==> src/rtl/uart_flow_pkg.sv <==
package uart_flow_pkg;
  // Decision of the hysteresis comparator for one cycle
  typedef enum logic [1:0] {
    FC_HOLD  = 2'd0,
    FC_STOP  = 2'd1,
    FC_START = 2'd2
  } fc_cmd_e;
endpackage

==> src/rtl/uart_fc_sync.sv <==
module uart_fc_sync #(
  parameter int STAGES = 2,
  parameter logic RST_VAL = 1'b1
) (
  input  logic clk,
  input  logic rst,
  input  logic d,
  output logic q
);
  logic [STAGES-1:0] chain;

  always_ff @(posedge clk) begin
    if (rst) chain <= {STAGES{RST_VAL}};
    else     chain <= {chain[STAGES-2:0], d};
  end

  assign q = chain[STAGES-1];
endmodule

==> src/rtl/uart_fc_rts.sv <==
module uart_fc_rts
  import uart_flow_pkg::*;
#(
  parameter int LW = 5
) (
  input  logic          clk,
  input  logic          rst,
  input  logic [LW-1:0] level,
  input  logic [LW-1:0] thr_hi,
  input  logic [LW-1:0] thr_lo,
  input  logic          auto_en,
  input  logic          sw_req,
  output logic          rts_n
);
  fc_cmd_e cmd;

  // upper mark checked first, so equal thresholds give one comparator
  always_comb begin
    if (level >= thr_hi)      cmd = FC_STOP;
    else if (level <= thr_lo) cmd = FC_START;
    else                      cmd = FC_HOLD;
  end

  always_ff @(posedge clk) begin
    if (rst) begin
      rts_n <= 1'b1;
    end else if (!auto_en) begin
      rts_n <= ~sw_req;
    end else begin
      case (cmd)
        FC_STOP:  rts_n <= 1'b1;
        FC_START: rts_n <= 1'b0;
        default:  rts_n <= rts_n;
      endcase
    end
  end
endmodule

==> src/rtl/uart_fc_txgate.sv <==
module uart_fc_txgate #(
  parameter int SYNC_STAGES = 2
) (
  input  logic clk,
  input  logic rst,
  input  logic cts_n,
  input  logic auto_en,
  output logic tx_en
);
  logic cts_n_s;

  uart_fc_sync #(.STAGES(SYNC_STAGES), .RST_VAL(1'b1)) u_sync (
    .clk (clk),
    .rst (rst),
    .d   (cts_n),
    .q   (cts_n_s)
  );

  // tx_en is sampled only at character load, so a frame in flight completes
  always_ff @(posedge clk) begin
    if (rst) tx_en <= 1'b0;
    else     tx_en <= ~auto_en | ~cts_n_s;
  end
endmodule

==> src/rtl/uart_flow_ctl.sv <==
module uart_flow_ctl #(
  parameter int DEPTH = 16,
  parameter int SYNC_STAGES = 2,
  localparam int LW = $clog2(DEPTH + 1)
) (
  input  logic          clk,
  input  logic          rst,
  input  logic [LW-1:0] rx_level,
  input  logic          rx_push,
  input  logic [LW-1:0] thr_hi,
  input  logic [LW-1:0] thr_lo,
  input  logic [LW-1:0] trig_lvl,
  input  logic          auto_rts_en,
  input  logic          sw_rts,
  input  logic          auto_cts_en,
  input  logic          cts_n,
  input  logic          ovr_clr,
  output logic          rts_n,
  output logic          rx_irq,
  output logic          tx_en,
  output logic          overrun
);
  localparam logic [LW-1:0] FULL = LW'(DEPTH);

  uart_fc_rts #(.LW(LW)) u_rts (
    .clk     (clk),
    .rst     (rst),
    .level   (rx_level),
    .thr_hi  (thr_hi),
    .thr_lo  (thr_lo),
    .auto_en (auto_rts_en),
    .sw_req  (sw_rts),
    .rts_n   (rts_n)
  );

  uart_fc_txgate #(.SYNC_STAGES(SYNC_STAGES)) u_tx (
    .clk     (clk),
    .rst     (rst),
    .cts_n   (cts_n),
    .auto_en (auto_cts_en),
    .tx_en   (tx_en)
  );

  logic push_full;
  assign push_full = rx_push && (rx_level == FULL);

  always_ff @(posedge clk) begin
    if (rst) begin
      rx_irq  <= 1'b0;
      overrun <= 1'b0;
    end else begin
      rx_irq <= (rx_level >= trig_lvl);
      if (push_full)    overrun <= 1'b1;
      else if (ovr_clr) overrun <= 1'b0;
    end
  end
endmodule

==> config.mk <==
export PLATFORM = sky130hd
export DESIGN_NAME = uart_flow_ctl
export DESIGN_NICKNAME = d
export VERILOG_FILES = /design/src/rtl/uart_flow_pkg.sv /design/src/rtl/uart_fc_sync.sv /design/src/rtl/uart_fc_rts.sv /design/src/rtl/uart_fc_txgate.sv /design/src/rtl/uart_flow_ctl.sv
export SDC_FILE = /design/constraint.sdc
export NUM_CORES = 1
export LEC_CHECK = 0
export BUFFER_PORTS_ARGS = -buffer_cell sky130_fd_sc_hd__buf_2
export CORE_AREA = 2 2 39 41
export CTS_BUF_LIST = sky130_fd_sc_hd__clkbuf_2 sky130_fd_sc_hd__clkbuf_4 sky130_fd_sc_hd__clkbuf_8
export DETAILED_ROUTE_END_ITERATION = 8
export DIE_AREA = 0 0 41 43
export PLACE_DENSITY_LB_ADDON = 0.25
export SLEW_MARGIN = 30
export SYNTH_ARGS = -nofsm -noshare
export SYNTH_HDL_FRONTEND = slang
export SYNTH_SLANG_ARGS = --single-unit
==> constraint.sdc <==
create_clock -name clk -period 2.1 [get_ports clk]
set_clock_uncertainty 0.2 [all_clocks]
set_input_delay 0.21 -clock clk [delete_from_list [all_inputs] [get_ports clk]]
set_output_delay 0.21 -clock clk [all_outputs]
set_load 0.02 [all_outputs]
==> results.cfg <==
[clocking]
root_buffer = clkbuf_4
clk_latency_ps = 240
clk_pin_slew_worst_paths_ps = 40
numCtsBuffers = 3
cts.repair.resized = 0
clockBufferDepth = 2
cts_tree = built
cts_setup_buffers = 0
clock_sinks = 6
htreeDepth = 1

[timing]
hold_violations = 0
max_slew_margin = 0.812
layout_setup_ws_ps = 808
finalCriticalPeriod_ps = 1290
hold_slack_ps = 45.9
setup_tns_ps = 0
drv_slew = 0
setup-violations-final = 0
worst_pin_slew_ps = 279
fmax_mhz = 774
rsz0062_at_grt = false
fin_crit_sh = 0.615

[critical_path]
path_cells = buf_2, ha_1, a21oi_2, nand2_1, a211oi_1, o211ai_1
crit_buf_inv = 1
crit_type = in2reg
critPathCaptureType = flip-flop
critPathLaunchType = primary input
cp.arrival_ps = 1210
critical_path.top_delay_family = compound AO/OA/AOI/OAI gates
cp_max_fo = 4
cp.required_ps = 2010
slowest_stage = ha_1
crit_path_max_incr_delay_ps = 330

[synthesis]
synth_edf_count = 0
syn_area_sq_um = 566
yosysTopAreaCell = ha_1
syn_nets = 109
avgSynthCellArea_sq_um = 8.57
yosysWarnings = 0
synth_seq_area_share = 0.212
syn_inst = 66
synth_ff_type = dfxtp_1
synth_area_leaders = ha_1 33%, dfxtp_1 21%, inv_1 10%, a21oi_1 2.7%, o31ai_1 2.7%
synth_common_cells = 15 x ha_1, 15 x inv_1, 6 x dfxtp_1
async_flop_share = 0
synth_cell_types = 25
synth_seq_cells = 6
synth_top_area_frac = 0.332

[route]
vias = 561
drtPass1Iterations = 4
drc = 0
wire_per_inst_microns = 9.35
ant_nets = 0
drt_iter0_drc = 6
totalWireLength_mm = 1.09
viasPerCell = 4.79

[finish]
nFillCells = 141
drive_above_1_share = 0.386
multi_input_area_sq_um = 384
regArea_sq_um = 120
syn_to_final_growth_pct = 37.6
diodes = 0
layout.nets = 146

[run_status]
outcome = complete, no violations

[global_route]
grt.total_usage = 0.141
grt.overflow.total = 0
grt_pass1_wl_mm = 1.75
antenna_found_initial = 0
grt_max_degree = 10
grt_pass1_vias = 516

[hold_path]
hold_path_class = in2reg

[pwr]
leakage_nw = 0.463
p_per_area_nw_per_um2 = 434
peakVddDrop_v = 0.000253
total_power_uw = 338

[placed_design]
place.port_buffers = 31
dp_slack_ps = 528
gp_routability_congestion = 0.701
dp_hpwl_microns = 931

[die]
rows = 14
die_area_sq_um = 1760
die_y_microns = 43
coreArea_sq_um = 1380
ios = 32
start_util = 0.409
die_x_microns = 41

[run]
maxCapViolations = 0
## through the flow
stage	std cells	area (sq um)	util
floorplan	66	566	-
global placement	112	736	0.532
detailed placement	112	736	0.532
CTS	117	778	0.562
global route	117	778	0.562
finish	117	778	0.562
## area by class of cell
type	instances	share of cell area
well taps	16	0.0257
repair buffers	33	0.225
inverters	15	0.0723
clock buffers	3	0.0289
multi-input cells	44	0.494
flip-flops and latches	6	0.154
## registers in the layout, indices dropped and copies added, names as in the netlist
name               flops
u_rts.rts_n            1
u_tx.tx_en             1
u_tx.u_sync.chain      2
overrun                1
rx_irq                 1
## path summary, 6_finish.rpt
kind                   startpoint     endpoint  slack (ps)  cells past startpoint
min reg2reg  u_tx.u_sync.chain[1]   u_tx.tx_en         210                      1
max                   rx_level[3]  u_rts.rts_n         810                      6
max reg2reg           u_rts.rts_n  u_rts.rts_n        1230                      2
min                           rst   u_tx.tx_en          50                      2
## layer usage
layer,track usage,routed length [microns],up-vias
li1,-,-,302
met4,0.0600,0,0
met2,0.244,514,24
met3,0.0314,80,0
met5,0,0,-
met1,0.152,500,235
## placed cells by master, fill, tap and decap left out
| master | instances |
|---|---|
| o221ai_1 | 1 |
| o211ai_1 | 1 |
| clkbuf_4 | 3 |
| a21oi_2 | 1 |
| o21bai_1 | 1 |
| o31ai_1 | 2 |
| or2_2 | 2 |
| nand2b_1 | 2 |
| o21ai_0 | 1 |
| ha_1 | 15 |
| and2_1 | 1 |
| nor2_1 | 3 |
| inv_1 | 15 |
| nand4_1 | 1 |
| a21o_1 | 1 |
| a211oi_1 | 1 |
| buf_2 | 31 |
| nor3b_2 | 1 |
| o221a_1 | 1 |
| dfxtp_1 | 6 |
| dlygate4sd3_1 | 2 |
| nand2b_4 | 1 |
| nor4_1 | 1 |
| nand2_1 | 2 |
| a21oi_1 | 3 |
| a32oi_1 | 1 |
| nand3_1 | 1 |
## power breakdown
| part | internal [mW] | total, mW | switching, mW |
|---|---|---|---|
| clock network | 0.0646 | 0.105 | 0.0404 |
| logic | 0.0573 | 0.110 | 0.0523 |
| registers | 0.121 | 0.123 | 0.00195 |
| total | 0.243 | 0.338 | 0.0947 |
## kinds of logic (layout without fill, tap and decap cells)
family                   Yosys count  count (layout)  synth area share
adder cells (fa/ha/maj)           15              15             0.332
flip-flops                         6               6             0.212
buffers and inverters             16              51             0.108
AO/OA/AOI/OAI                     14              14             0.181
AND/OR/NAND/NOR                   15              15             0.166
## worst register-to-register path, delay by kind of cell (launching register included)
kind | cells | cell delay, ps
AOI/OAI and AO/OA | 2 | 270
DFF | 1 | 330
## repair_timing
action	CTS	global route
endpoints found under the setup margin	0	0
endpoints found under the hold margin	2	0
hold buffers	2	0
Power figures use the tool's default switching activity.
